<file path="src/rtl/pcicfg_pkg.sv">
package pcicfg_pkg;
  typedef enum logic [1:0] {
    TGT_IO  = 2'd0,
    TGT_REG = 2'd1,
    TGT_CFG = 2'd2,
    TGT_BAD = 2'd3
  } tgt_e;

  typedef struct packed {
    tgt_e        target;
    logic [31:0] addr;
    logic [31:0] data;
    logic        write;
  } result_t;
endpackage

</file>
<file path="src/rtl/pcicfg_addr_reg.sv">
module pcicfg_addr_reg #(
  parameter int DATA_W = 32
) (
  input  logic              clk,
  input  logic              rst_n,
  input  logic              load,
  input  logic [DATA_W-1:0] load_val,
  output logic [DATA_W-1:0] value
);
  always_ff @(posedge clk) begin
    if (!rst_n)    value <= '0;
    else if (load) value <= load_val;
  end


  reg_hold_chk: assert property (@(posedge clk) disable iff (!rst_n)
    !load |=> $stable(value));
endmodule

</file>
<file path="src/rtl/pcicfg_route.sv">
module pcicfg_route
  import pcicfg_pkg::*;
#(
  parameter int          DATA_W    = 32,
  parameter int          IO_W      = 16,
  parameter logic [15:0] ADDR_PORT = 16'hCF8,
  parameter logic [15:0] DATA_BASE = 16'hCFC
) (
  input  logic [DATA_W-1:0] port,
  input  logic [2:0]        size,
  input  logic              write,
  input  logic [DATA_W-1:0] wdata,
  input  logic [DATA_W-1:0] cfg_q,
  output result_t           res,
  output logic              reg_load
);
  localparam int EN_BIT = DATA_W - 1;

  logic out_of_range, hit_addr, hit_win;

  assign out_of_range = |port[DATA_W-1:IO_W];
  assign hit_addr     = (port[IO_W-1:0] == ADDR_PORT) && (size == 3'd4);
  assign hit_win      = (port[IO_W-1:2] == DATA_BASE[IO_W-1:2]);

  always_comb begin
    res.target = TGT_IO;
    res.addr   = port;
    res.data   = wdata;
    res.write  = write;
    reg_load   = 1'b0;
    if (out_of_range) begin
      res.target = TGT_BAD;
    end else if (hit_addr) begin
      res.target = TGT_REG;
      reg_load   = write;
      if (!write) res.data = cfg_q;
    end else if (hit_win && cfg_q[EN_BIT]) begin
      res.target = TGT_CFG;
      res.addr   = {1'b0, cfg_q[EN_BIT-1:2], port[1:0]};
    end
  end
endmodule

</file>
<file path="src/rtl/pcicfg_port_decoder.sv">
module pcicfg_port_decoder
  import pcicfg_pkg::*;
#(
  parameter int DATA_W = 32,
  parameter int IO_W   = 16
) (
  input  logic              clk,
  input  logic              rst_n,
  input  logic              in_valid,
  output logic              in_ready,
  input  logic [DATA_W-1:0] in_port,
  input  logic [2:0]        in_size,
  input  logic              in_write,
  input  logic [DATA_W-1:0] in_wdata,
  output logic              out_valid,
  input  logic              out_ready,
  output logic [1:0]        out_target,
  output logic [DATA_W-1:0] out_addr,
  output logic [DATA_W-1:0] out_data,
  output logic              out_write
);
  logic              accept, reg_load;
  logic [DATA_W-1:0] cfg_q;
  result_t           dec, held;

  assign in_ready = !out_valid || out_ready;
  assign accept   = in_valid && in_ready;

  pcicfg_addr_reg #(.DATA_W(DATA_W)) u_areg (
    .clk(clk), .rst_n(rst_n),
    .load(accept && reg_load), .load_val(in_wdata), .value(cfg_q)
  );

  pcicfg_route #(.DATA_W(DATA_W), .IO_W(IO_W)) u_route (
    .port(in_port), .size(in_size), .write(in_write), .wdata(in_wdata),
    .cfg_q(cfg_q), .res(dec), .reg_load(reg_load)
  );

  always_ff @(posedge clk) begin
    if (!rst_n) begin
      out_valid <= 1'b0;
      held      <= '0;
    end else if (in_ready) begin
      out_valid <= in_valid;
      if (in_valid) held <= dec;
    end
  end

  assign out_target = held.target;
  assign out_addr   = held.addr;
  assign out_data   = held.data;
  assign out_write  = held.write;


  stall_hold_chk: assert property (@(posedge clk) disable iff (!rst_n)
    out_valid && !out_ready |=> out_valid && $stable(out_addr)
      && $stable(out_target) && $stable(out_data));


  bad_port_chk: assert property (@(posedge clk) disable iff (!rst_n)
    accept && (|in_port[DATA_W-1:IO_W]) |=> out_target == TGT_BAD);


  window_tgt_chk: assert property (@(posedge clk) disable iff (!rst_n)
    accept && in_port[DATA_W-1:2] == 30'h33F |=>
      (out_target == TGT_CFG || out_target == TGT_IO));


  one_per_req_chk: assert property (@(posedge clk) disable iff (!rst_n)
    accept |=> out_valid);
endmodule

</file>
<file path="config.mk">
export PLATFORM = sky130hd
export DESIGN_NAME = pcicfg_port_decoder
export DESIGN_NICKNAME = d
export VERILOG_FILES = /design/src/rtl/pcicfg_pkg.sv /design/src/rtl/pcicfg_addr_reg.sv /design/src/rtl/pcicfg_route.sv /design/src/rtl/pcicfg_port_decoder.sv
export SDC_FILE = /design/constraint.sdc
export NUM_CORES = 1
export LEC_CHECK = 0
export BUFFER_PORTS_ARGS = -buffer_cell sky130_fd_sc_hd__buf_2
export CAP_MARGIN = 20
export CORE_UTILIZATION = 50
export DETAILED_ROUTE_END_ITERATION = 8
export PLACE_DENSITY = 0.77
export SETUP_SLACK_MARGIN = 0.2
export SYNTH_ARGS = -nofsm -noshare
export SYNTH_HDL_FRONTEND = slang
export SYNTH_SLANG_ARGS = --single-unit
</file>
<file path="constraint.sdc">
create_clock -name clk -period 1.71 [get_ports clk]
set_input_delay 0 -clock clk [delete_from_list [all_inputs] [get_ports clk]]
set_output_delay 0 -clock clk [all_outputs]
set_load 0.02 [all_outputs]
</file>
; Word-level counts from Yosys, hierarchy flattened
; Cells that the tools add are included.
[op_classes]
reduce_logical = 8
n_eq_ne = 3
n_mux = 9
[op_table]
columns = op, n
row1 = two-way mux 32 bit, 3
row2 = two-way mux 64 bit, 1
row3 = two-way mux 34 bit, 1
row4 = "equality test 16 x 12 -> 1 bit, second input constant", 1
row5 = OR reduction 16 bit, 1
row6 = "equality test 14 x 10 -> 1 bit, second input constant", 1
row7 = logical AND 1 bit, 4
row8 = two-way mux 2 bit, 2
row9 = "equality test 3 bit, second input constant", 1
row10 = two-way mux 1 bit, 2
row11 = AND reduction 2 bit, 1
row12 = logical NOT 1 bit, 1
row13 = logical OR 1 bit, 1
[word_totals]
regBits = 100
elab_cells = 26
input_bits = 72
out_inout_bits = 69

; Longest topological paths before layout
; Gate-level depths: netlist of run 1.
[depth]
ltp_word = 5
depth_mapped = 8
mapped_depth_nobuf = 5

; Hierarchy
; From an unflattened synthesis of run 1, not the netlist that was laid out.
[unflattened]
cells_unflattened = 491
area_unflattened_um2 = 4789.6
[modules_own_cells]
columns = mod, area_each_um2, seq_area_each_um2, cells_per_inst, instances
row1 = pcicfg_port_decoder, 2705.1, 1361.3, 297, 1
row2 = pcicfg_addr_reg, 1243.7, 640.6, 103, 1
row3 = pcicfg_route, 840.8, 0.0, 91, 1

; Worst setup path before layout of run 1
; No wires, ideal clock.
[synth_timing]
kind = reg2reg
startpoint = reg out_valid
endpoint = reg held (netlist bit out_addr[10])
period_less_slack_ps = 1750
required_time_ps = 1555
setup_time_ps = 155
n_path_buf = 0
arrival_ps = 1595
path_stages_with_launch = 5
slack_ps = -40
path_cell_list = dfxtp_1 > nand2b_1 > nand2_1 > nor4_1 > a21oi_1
[synth_via]
elab_chain_cells = 3
[synth_rtl]
columns = element, line
row1 = start: declaration, pcicfg_port_decoder.sv:15  ; output logic out_valid,
row2 = start signal: assignment, pcicfg_port_decoder.sv:44  ; out_valid <= in_valid;
row3 = logical NOT 1 bit, pcicfg_port_decoder.sv:26  ; assign in_ready = !out_valid || out_ready;
row4 = logical OR 1 bit, pcicfg_port_decoder.sv:26
row5 = named net in_ready, pcicfg_port_decoder.sv:10  ; output logic in_ready,
row6 = AND reduction 2 bit (no source line), -
row7 = end signal: assignment, pcicfg_port_decoder.sv:42  ; held <= '0;
row8 = end signal: assignment, pcicfg_port_decoder.sv:45  ; if (in_valid) held <= dec;
row9 = end: declaration, pcicfg_port_decoder.sv:24  ; result_t dec, held;
; The timed path passes the listed nets, and every way through them passes these cells.
; A chain may end at the register's enable or synchronous reset.

; Worst setup path in the final report of run 1
[layout_timing]
startpoint = reg out_valid
endpoint = reg u_areg.value[22]
[layout_via]
elab_chain_cells = 4
[layout_rtl]
columns = element, line
row1 = logical NOT 1 bit, pcicfg_port_decoder.sv:26
row2 = logical OR 1 bit, pcicfg_port_decoder.sv:26
row3 = logical AND 1 bit, pcicfg_port_decoder.sv:27  ; assign accept = in_valid && in_ready;
row4 = logical AND 1 bit, pcicfg_port_decoder.sv:31  ; .load(accept && reg_load), .load_val(in_wdata), .value(cfg_q)
row5 = end signal: assignment, pcicfg_addr_reg.sv:12  ; else if (load) value <= load_val;
row6 = end: declaration, pcicfg_addr_reg.sv:8  ; output logic [DATA_W-1:0] value
; Every way passes these cells.

==> results of run 1 <==
-- placed cells by master (no fill, tap or decap), types with 2 or more instances in the layout --
cell and n:
sky130_fd_sc_hd__a31oi_1 32, sky130_fd_sc_hd__nand4_4 2, sky130_fd_sc_hd__clkbuf_8 9, sky130_fd_sc_hd__nor2b_1 33, sky130_fd_sc_hd__nor2_1 25, sky130_fd_sc_hd__nand2_1 80
sky130_fd_sc_hd__buf_2 140, sky130_fd_sc_hd__a211oi_1 21, sky130_fd_sc_hd__clkinvlp_4 2, sky130_fd_sc_hd__a21boi_0 5, sky130_fd_sc_hd__nand3_1 2, sky130_fd_sc_hd__nand2b_1 7
sky130_fd_sc_hd__buf_4 17, sky130_fd_sc_hd__dfxtp_1 99, sky130_fd_sc_hd__nor4_4 6, sky130_fd_sc_hd__dlygate4sd3_1 64, sky130_fd_sc_hd__a21oi_1 7, sky130_fd_sc_hd__buf_12 7
sky130_fd_sc_hd__nor4_1 2, sky130_fd_sc_hd__clkbuf_16 3, sky130_fd_sc_hd__o21ai_0 56, sky130_fd_sc_hd__mux2i_1 31, sky130_fd_sc_hd__nor3_1 3, sky130_fd_sc_hd__o211ai_1 7
-- where the power goes --
group          switching, mW  leakage (nW)  internal (mW)
Sequential            0.0607         0.823           2.45
Clock                  0.842        0.0999          0.761
Combinational          0.471          1.61          0.364
-- kinds of logic (layout without fill, tap and decap cells) --
logic type	count (synthesis)	in the layout	synth area share, %
AOI/OAI and AO/OA	128	128	18.25
buffers and inverters	39	247	4.698
DFF	100	100	47.88
muxes	32	32	7.660
and+or+nand+nor	169	169	21.51
-- layer usage --
metal / track usage, % / share of wire, % / vias to the layer above
li1: - / - / 2053
met1: 37.81 / 42 / 1985
met2: 49.33 / 49 / 173
met3: 5.610 / 7.5 / 15
met4: 11.15 / 1.5 / 0
met5: 0 / 0 / -
-- how the worst max path moves through the flow --
stage / cells after the start / to / start
after CTS: 7 / u_areg.value[20] / out_valid
after global placement: 7 / out_data[24] / in_port[30]
after floorplan: 7 / out_data[10] / in_port[22]
after detailed placement: 7 / out_data[22] / in_port[30]
after global routing: 7 / u_areg.value[22] / out_valid
final: 7 / u_areg.value[22] / out_valid
-- final cells by class --
type                       count  share of cell area, %
clock buffer                  10                  2.460
multi-input combinational    329                  33.66
timing repair buffer         231                  27.60
clock inverter                 5                 0.9717
sequential                   100                  33.14
inverter                       1                0.06202
tap                          102                  2.109
-- per-stage QoR --
stage	std cells	util, %	instance area, um^2	hold WS [ps]	setup TNS, ps
6_report	778	76.73	6052	9.827	0
5_1_grt	778	76.73	6052	31.26	0
4_1_cts	775	76.22	6012	2.237	0
3_5_place_dp	694	64.96	5124	250.3	-4628
3_3_place_gp	694	64.96	5124	244.6	-2482
2_1_floorplan	468	-	4225	127.9	0
-- worst min-delay path: stages --
cell and delay, ps:
sky130_fd_sc_hd__buf_2 110, sky130_fd_sc_hd__o211ai_1 110, sky130_fd_sc_hd__a21oi_1 110
-- what timing repair did --
item,4_1_cts,5_1_grt
endpoints found under the hold margin,95,0
pin swaps,1,2
setup endpoints to repair,4,58
gates cloned,1,2
buffers inserted,1,1
hold buffers,64,0
resized for setup,0,2
-- registers in the layout (all words and copies together), names as in the netlist --
signal / flops
out_addr: 32
out_data: 32
out_target: 2
out_valid: 1
out_write: 1
u_areg.value: 32
==> results_tabular.tex, run 1 <==
\begin{tabular}{lr}
\hline
Metric & Value \\
\hline
\multicolumn{2}{l}{\textbf{Run status}} \\
\quad Outcome & complete, no violations \\
\multicolumn{2}{l}{\textbf{Critical path}} \\
\quad List of cells traversed by the critical path & nand2b\_4 -> nand3\_4 -> nor4\_4 -> buf\_4 -> clkbuf\_16 -> mux2i\_2 -> nor2b\_1 \\
\quad Reg2Reg Capture Point & u\_areg.value[22] \\
\quad Critical path launch point type & flop \\
\quad Worst reg2reg path startpoint & out\_valid \\
\quad Critical Path Slowest Stage Cell & sky130\_fd\_sc\_hd\_\_dfxtp\_4 \\
\quad Worst Setup Path Type & flop to flop \\
\quad Buffer and inverter count on the worst path & 2 \\
\quad Worst setup slack for register-to-register paths & 150 ps \\
\quad Critical path data arrival time & roughly 1800 ps \\
\quad Endpoint type of the worst setup path & flop \\
\quad Required time at the worst-slack endpoint & between 1500 and 2000 ps \\
\quad Dominant delay contributor by cell family on the critical path & simple AND/OR/NAND/NOR gates \\
\quad Logic depth of the worst register-to-register path & 7 \\
\quad Biggest fanout along the worst timing path & 8 \\
\quad Delay of the slowest critical-path stage & approximately 360 ps \\
\multicolumn{2}{l}{\textbf{Detailed routing}} \\
\quad Number of remaining DRC errors & 0 \\
\quad Count of nets left with antenna violations after detail routing & 0 \\
\quad Final routed wirelength across all metal layers & between 10000 and 15000 um \\
\quad Starting DRC count in detailed routing & roughly 260 \\
\quad Total via count in the routed design & 4226 \\
\quad Wire length per cell & 16.52 um \\
\quad DR pass1 iterations & 5 \\
\quad Detail-routed via count per cell & about 5.4 \\
\multicolumn{2}{l}{\textbf{Logic synthesis}} \\
\quad Synthesized cell area & approximately 4200 um\^{}2 \\
\quad Syn\_nets & 540 \\
\quad Synthesized area per cell & approximately 9 um\^{}2 \\
\quad Count of flip-flops with a built-in enable after synthesis & 0 \\
\quad Top-count cell post-synth & sky130\_fd\_sc\_hd\_\_dfxtp\_1 \\
\quad Yosys reg bits & 100 \\
\quad Fraction of post-synthesis cell area in the top cell type by area & 47.88\% \\
\quad Dominant cell type by area after synthesis & sky130\_fd\_sc\_hd\_\_dfxtp\_1 \\
\quad Yosys warnings & 0 \\
\quad Async SR Flop Fraction & 0\% \\
\quad Most common library cells after synthesis & 100 x sky130\_fd\_sc\_hd\_\_dfxtp\_1, 80 x sky130\_fd\_sc\_hd\_\_nand2\_1, 56 x sky130\_fd\_sc\_hd\_\_o21ai\_0 \\
\quad Largest cells by area after synthesis & sky130\_fd\_sc\_hd\_\_dfxtp\_1 48\%, sky130\_fd\_sc\_hd\_\_mux2i\_1 7.7\%, sky130\_fd\_sc\_hd\_\_nand2\_1 7.2\% \\
\quad Synth Instances & 468 \\
\quad Sequential-to-total area share from yosys stat & 47.88\% \\
\quad Post-synth cell types & 29 \\
\quad Main flop type after synthesis & sky130\_fd\_sc\_hd\_\_dfxtp\_1 \\
\multicolumn{2}{l}{\textbf{Final layout}} \\
\quad Multi-input combinational cell area & between 2000 and 2500 um\^{}2 \\
\quad Share of final-layout standard cells stronger than drive strength 1 & 29.29\% \\
\quad Area occupied by registers & 2006 um\^{}2 \\
\quad Post-layout nets & 744 \\
\quad Fill cell total of the finished layout & 541 \\
\quad Antenna diode instance count & 0 \\
\quad Syn-to-layout area delta & 44.73\% \\
\multicolumn{2}{l}{\textbf{STA}} \\
\quad Fin Clk Skew & approximately 6.7 ps \\
\quad Unrepaired setup endpoints after global routing & yes \\
\quad Upper clock frequency limit & around 640 MHz \\
\quad Transition time of the tightest slew-check pin & about 600 ps \\
\quad Hold Vio Cnt, Final & 0 \\
\quad Total of endpoints with negative setup slack in the final report & 0 \\
\quad Worst slew margin relative to its limit & 60.07\% \\
\quad Minimum period implied by the final worst setup slack & 1555 ps \\
\quad Post-route setup slack & 154.6 ps \\
\quad Max-slew violations & 0 \\
\quad Period utilization & 90.96\% \\
\multicolumn{2}{l}{\textbf{Hold path}} \\
\quad Hold-critical path endpoint & out\_addr[10] \\
\quad Startpoint of the tightest hold check path & in\_port[10] \\
\quad Class of the tightest hold or removal check & input port to flop \\
\quad Cell count of the worst hold path & 3 \\
\multicolumn{2}{l}{\textbf{Floorplan}} \\
\quad Number of I/O pins & 141 \\
\quad Die boundary width & 93.45 um \\
\quad Die Footprint & 8733 um\^{}2 \\
\quad Std-Cell Rows & 32 \\
\quad Starting density of the core & a little over half \\
\quad Die Ht & 93.45 um \\
\quad Std-Cell Core Area & 7888 um\^{}2 \\
\multicolumn{2}{l}{\textbf{Global route}} \\
\quad Remaining global-route overflow & 0 \\
\quad Number of antenna violations at the first check in global routing & 0 \\
\quad Largest net degree at the start of global routing & 92 \\
\quad Via count of the first global-routing pass & approximately 4000 \\
\quad Total routing resource utilization after global routing & just under 30\% \\
\quad Wire length of the first global-routing pass & between 15000 and 20000 um \\
\multicolumn{2}{l}{\textbf{Flow run}} \\
\quad Max-Cap Viols & 0 \\
\multicolumn{2}{l}{\textbf{CTS}} \\
\quad Clk pin slew, worst setup/hold paths & about 100 ps \\
\quad H-tree depth reported by CTS & 3 \\
\quad Longest Clk Path Bufs & 2 \\
\quad Clock latency on the worst-skew pair & around 360 ps \\
\quad Clock tree root driver cell & sky130\_fd\_sc\_hd\_\_clkbuf\_8 \\
\quad Sink count of the clock tree & 100 \\
\quad TritonCTS clock tree & yes \\
\quad Number of buffers inserted during clock tree synthesis & 9 \\
\multicolumn{2}{l}{\textbf{Place}} \\
\quad Worst slack at placement & -128.1 ps \\
\quad Routability Congestion & between 0.7 and 0.8 \\
\quad Number of I/O port buffers & 140 \\
\quad Post-detail-place hpwl & $\sim$7900 um \\
\multicolumn{2}{l}{\textbf{Pwr}} \\
\quad Post-layout power & 4.949 mW \\
\quad Power density cells & roughly 820 nW/um\^{}2 \\
\quad Leak pwr & around 2.5 nW \\
\quad Worst vdd rail ir drop & 0.4986 mV \\
\hline
\end{tabular}
Note: power is estimated with default switching activity, not from simulation.
==> inputs of run 2 (changes only) <==
--- a/config.mk
+++ b/config.mk
@@ -7,9 +7,11 @@
 export LEC_CHECK = 0
 export BUFFER_PORTS_ARGS = -buffer_cell sky130_fd_sc_hd__buf_2
 export CAP_MARGIN = 20
-export CORE_UTILIZATION = 50
+export CELL_PAD_IN_SITES_DETAIL_PLACEMENT = 0
+export CELL_PAD_IN_SITES_GLOBAL_PLACEMENT = 2
+export CORE_UTILIZATION = 29
 export DETAILED_ROUTE_END_ITERATION = 8
-export PLACE_DENSITY = 0.77
+export PLACE_DENSITY = 0.78
 export SETUP_SLACK_MARGIN = 0.2
 export SYNTH_ARGS = -nofsm -noshare
 export SYNTH_HDL_FRONTEND = slang
==> run 2 against run 1 <==
Sequential share of layout area fell by 1.0 points. Via count fell by 3.0%. Global-route usage fell by 11 points. Final cell count rose by 10%. Core utilization fell by 32 points. Highest routed layer is now met5. Register-to-register slack improved by 50 ps. Sequential cell count did not move. Routed wire length rose by 6.2%. Non-clock buffer count fell by 1.
==> results_tabular.tex, run 2 (synthesized netlist as in run 1, its figures left out) <==
\begin{tabular}{lr}
\hline
Metric & Value \\
\hline
\multicolumn{2}{l}{\textbf{Detailed routing}} \\
\quad Detail-routed via count per cell & 4.789 (-12\%) \\
\quad Starting DRC count in detailed routing & 251 (-4.2\%) \\
\quad Wire length per cell & 15.94 um (-3.5\%) \\
\quad Total via count in the routed design & 4099 (-3.0\%) \\
\quad Number of remaining DRC errors & 0 (unchanged) \\
\quad DR pass1 iterations & 4 (-1) \\
\quad Final routed wirelength across all metal layers & 13640 um (+6.2\%) \\
\quad Count of nets left with antenna violations after detail routing & 0 (unchanged) \\
\multicolumn{2}{l}{\textbf{Global route}} \\
\quad Total routing resource utilization after global routing & 18.20\% (-11 points) \\
\quad Remaining global-route overflow & 0 (unchanged) \\
\quad Met1 routing resource usage after global routing & 23.30\% (-15 points) \\
\quad Met2 Usage GRT & 28.11\% (-21 points) \\
\quad Wire length of the first global-routing pass & 20520 um (+2.8\%) \\
\quad Number of antenna violations at the first check in global routing & 2 (+2) \\
\quad Met3 capacity usage during global routing & 6.742\% (+1.1 points) \\
\quad Largest net degree at the start of global routing & 102 (+11\%) \\
\quad Via count of the first global-routing pass & 3869 (-5.2\%) \\
\quad Most crowded layer after global routing & met2 \\
\multicolumn{2}{l}{\textbf{Critical path}} \\
\quad List of cells traversed by the critical path & nand2b\_4 -> nand3\_4 -> nor4\_4 -> buf\_6 -> clkbuf\_16 -> mux2i\_1 -> nor2b\_1 \\
\quad End point of the critical path & u\_areg.value[31] \\
\quad Endpoint type of the worst setup path & flop \\
\quad Reg2Reg Capture Point & u\_areg.value[31] \\
\quad Worst Setup Path Type & flop to flop \\
\quad Biggest fanout along the worst timing path & 8 (unchanged) \\
\quad Critical Path Slowest Stage Cell & sky130\_fd\_sc\_hd\_\_dfxtp\_4 \\
\quad Required time at the worst-slack endpoint & 1960 ps (about the same) \\
\quad Delay of the slowest critical-path stage & 350 ps (about the same) \\
\quad Launch point of the critical path & out\_valid \\
\quad Worst reg2reg path startpoint & out\_valid \\
\quad Critical path launch point type & flop \\
\quad Critical path data arrival time & 1750 ps (-70 ps) \\
\quad Logic depth of the worst register-to-register path & 7 (unchanged) \\
\quad Worst setup slack for register-to-register paths & 210 ps (+50 ps) \\
\multicolumn{2}{l}{\textbf{Run status}} \\
\quad Outcome & complete, no violations \\
\multicolumn{2}{l}{\textbf{Place}} \\
\quad Routability Congestion & 0.7361 (-7.7\%) \\
\quad Post-detail-place hpwl & 8854 um (+12\%) \\
\quad Number of I/O port buffers & 140 (unchanged) \\
\quad Placed standard-cell area & 5209 um\^{}2 (+1.7\%) \\
\quad Inst Count DP & 775 (+12\%) \\
\multicolumn{2}{l}{\textbf{Final layout}} \\
\quad Most frequent standard cell in the layout excluding fill and tap cells & sky130\_fd\_sc\_hd\_\_buf\_2 \\
\quad Multi-input combinational cell area & 2061 um\^{}2 (+1.2\%) \\
\quad Share of final-layout standard cells stronger than drive strength 1 & 29.88\% (+0.59 points) \\
\quad Leading cell types in the layout, fill and taps excluded & 140 x sky130\_fd\_sc\_hd\_\_buf\_2, 99 x sky130\_fd\_sc\_hd\_\_dfxtp\_1, 79 x sky130\_fd\_sc\_hd\_\_nand2\_1 \\
\quad Area occupied by registers & 2006 um\^{}2 (unchanged) \\
\quad Cell area after layout & 6245 um\^{}2 (+3.2\%) \\
\quad Filler-free cell count of the finished design & 856 (+10\%) \\
\quad Syn-to-layout area delta & 49.34\% \\
\quad Antenna diode instance count & 0 (unchanged) \\
\quad Post-layout nets & 743 (-0.13\%) \\
\quad Fill cell total of the finished layout & 1412 (+160\%) \\
\multicolumn{2}{l}{\textbf{STA}} \\
\quad Minimum period implied by the final worst setup slack & 1505 ps (-50.89 ps) \\
\quad Worst slew margin relative to its limit & 74.41\% (+14 points) \\
\quad Upper clock frequency limit & 664.7 MHz (+3.4\%) \\
\quad Aggregate negative setup slack & 0 ps (unchanged) \\
\quad Period utilization & 87.98\% (-3.0 points) \\
\quad Transition time of the tightest slew-check pin & 383.8 ps (-215.1 ps) \\
\quad Total of endpoints with negative setup slack in the final report & 0 (unchanged) \\
\quad Hold Vio Cnt, Final & 0 (unchanged) \\
\quad Max-slew violations & 0 (unchanged) \\
\quad Fin Clk Skew & 5.512 ps (-1.226 ps) \\
\quad Unrepaired setup endpoints after global routing & yes \\
\multicolumn{2}{l}{\textbf{Pwr}} \\
\quad Worst vdd rail ir drop & 0.4851 mV (-2.7\%) \\
\quad Post-layout power & 5.494 mW (+11\%) \\
\quad Power density cells & 879.8 nW/um\^{}2 (+7.6\%) \\
\quad Leak pwr & 2.592 nW (+2.3\%) \\
\multicolumn{2}{l}{\textbf{Floorplan}} \\
\quad Die boundary width & 122.1 um (+31\%) \\
\quad Die Ht & 122.1 um (+31\%) \\
\quad Die Footprint & 14900 um\^{}2 (+71\%) \\
\quad Std-Cell Rows & 43 (+34\%) \\
\quad Std-Cell Core Area & 13990 um\^{}2 (+77\%) \\
\quad Starting density of the core & 29.89\% (-23 points) \\
\quad Number of I/O pins & 141 (unchanged) \\
\multicolumn{2}{l}{\textbf{CTS}} \\
\quad Longest Clk Path Bufs & 2 (unchanged) \\
\quad Number of buffers inserted during clock tree synthesis & 9 (unchanged) \\
\quad Clock latency on the worst-skew pair & 350 ps (about the same) \\
\quad Clock tree root driver cell & sky130\_fd\_sc\_hd\_\_clkbuf\_16 \\
\quad H-tree depth reported by CTS & 3 (unchanged) \\
\quad Clk pin slew, worst setup/hold paths & 70 ps (-30 ps) \\
\quad Sink count of the clock tree & 100 (unchanged) \\
\quad TritonCTS clock tree & yes \\
\multicolumn{2}{l}{\textbf{Hold path}} \\
\quad Class of the tightest hold or removal check & input port to flop \\
\multicolumn{2}{l}{\textbf{Flow run}} \\
\quad Max-Cap Viols & 0 (unchanged) \\
\hline
\end{tabular}
[run 2: cell count changes in the layout (fill, tap and decap cells not counted), moves of 2 or more]
cell	change
sky130_fd_sc_hd__buf_12	-3
sky130_fd_sc_hd__buf_6	+3
sky130_fd_sc_hd__clkbuf_8	-8
sky130_fd_sc_hd__clkinvlp_4	-2
sky130_fd_sc_hd__clkinv_2	+2
sky130_fd_sc_hd__dlygate4sd3_1	-3
sky130_fd_sc_hd__clkbuf_16	+9
[run 2: critical path, delay by kind of cell, from the launching register on]
family | cells | cell delay [ps]
buffers and inverters | 2 | 370
AND/OR/NAND/NOR | 4 | 490
flip-flops | 1 | 350
multiplexers | 1 | 190
[run 2: how the worst min path moves through the flow]
stage,end,cells after the start,from
after floorplan,out_valid,2,in_valid
after global placement,out_addr[13],3,in_port[13]
after detailed placement,out_addr[13],3,in_port[13]
after CTS,out_addr[11],3,in_port[11]
after global routing,out_addr[11],3,in_port[11]
final,out_addr[11],3,in_port[11]
[run 2: report_power, final]
part | leakage, nW | internal, mW | switching [mW]
combinational | 1.61 | 0.361 | 0.475
clock | 0.157 | 1.26 | 0.893
sequential | 0.823 | 2.45 | 0.0585
total | 2.59 | 4.07 | 1.43
[run 2: metal layers]
metal  up-vias  wire length, um
met5         -               23
met4         4              195
met3        18              998
met2       117             6125
met1      1907             6299
li1       2053                -
[run 2: final cells by class]
class	instances	area share, %
Clock buffer	12	4.288
Clock inverter	4	0.7213
Inverter	1	0.06011
Multi-Input combinational cell	329	33.00
Sequential cell	100	32.12
Tap cell	180	3.606
Timing Repair Buffer	230	26.21
[run 2: per-stage QoR]
| stage | hold slack, ps | worst slack, ps | util [%] |
|---|---|---|---|
| 2_1_floorplan | 127.9 | 161.2 | - |
| 3_3_place_gp | 250.0 | -90.47 | 37.24 |
| 3_5_place_dp | 254.8 | -102.3 | 37.24 |
| 4_1_cts | 3.976 | 208.6 | 43.86 |
| 5_1_grt | 13.62 | 132.7 | 44.64 |
| 6_report | 2.589 | 205.5 | 44.64 |
[run 2: timing repair]
item | CTS | global route
cloned | 0 | 3
buffers inserted | 0 | 1
pin swaps | 1 | 4
hold buffers | 61 | 0
resized for setup | 1 | 10
endpoints found under the hold margin | 92 | 0
setup endpoints to repair | 32 | 61
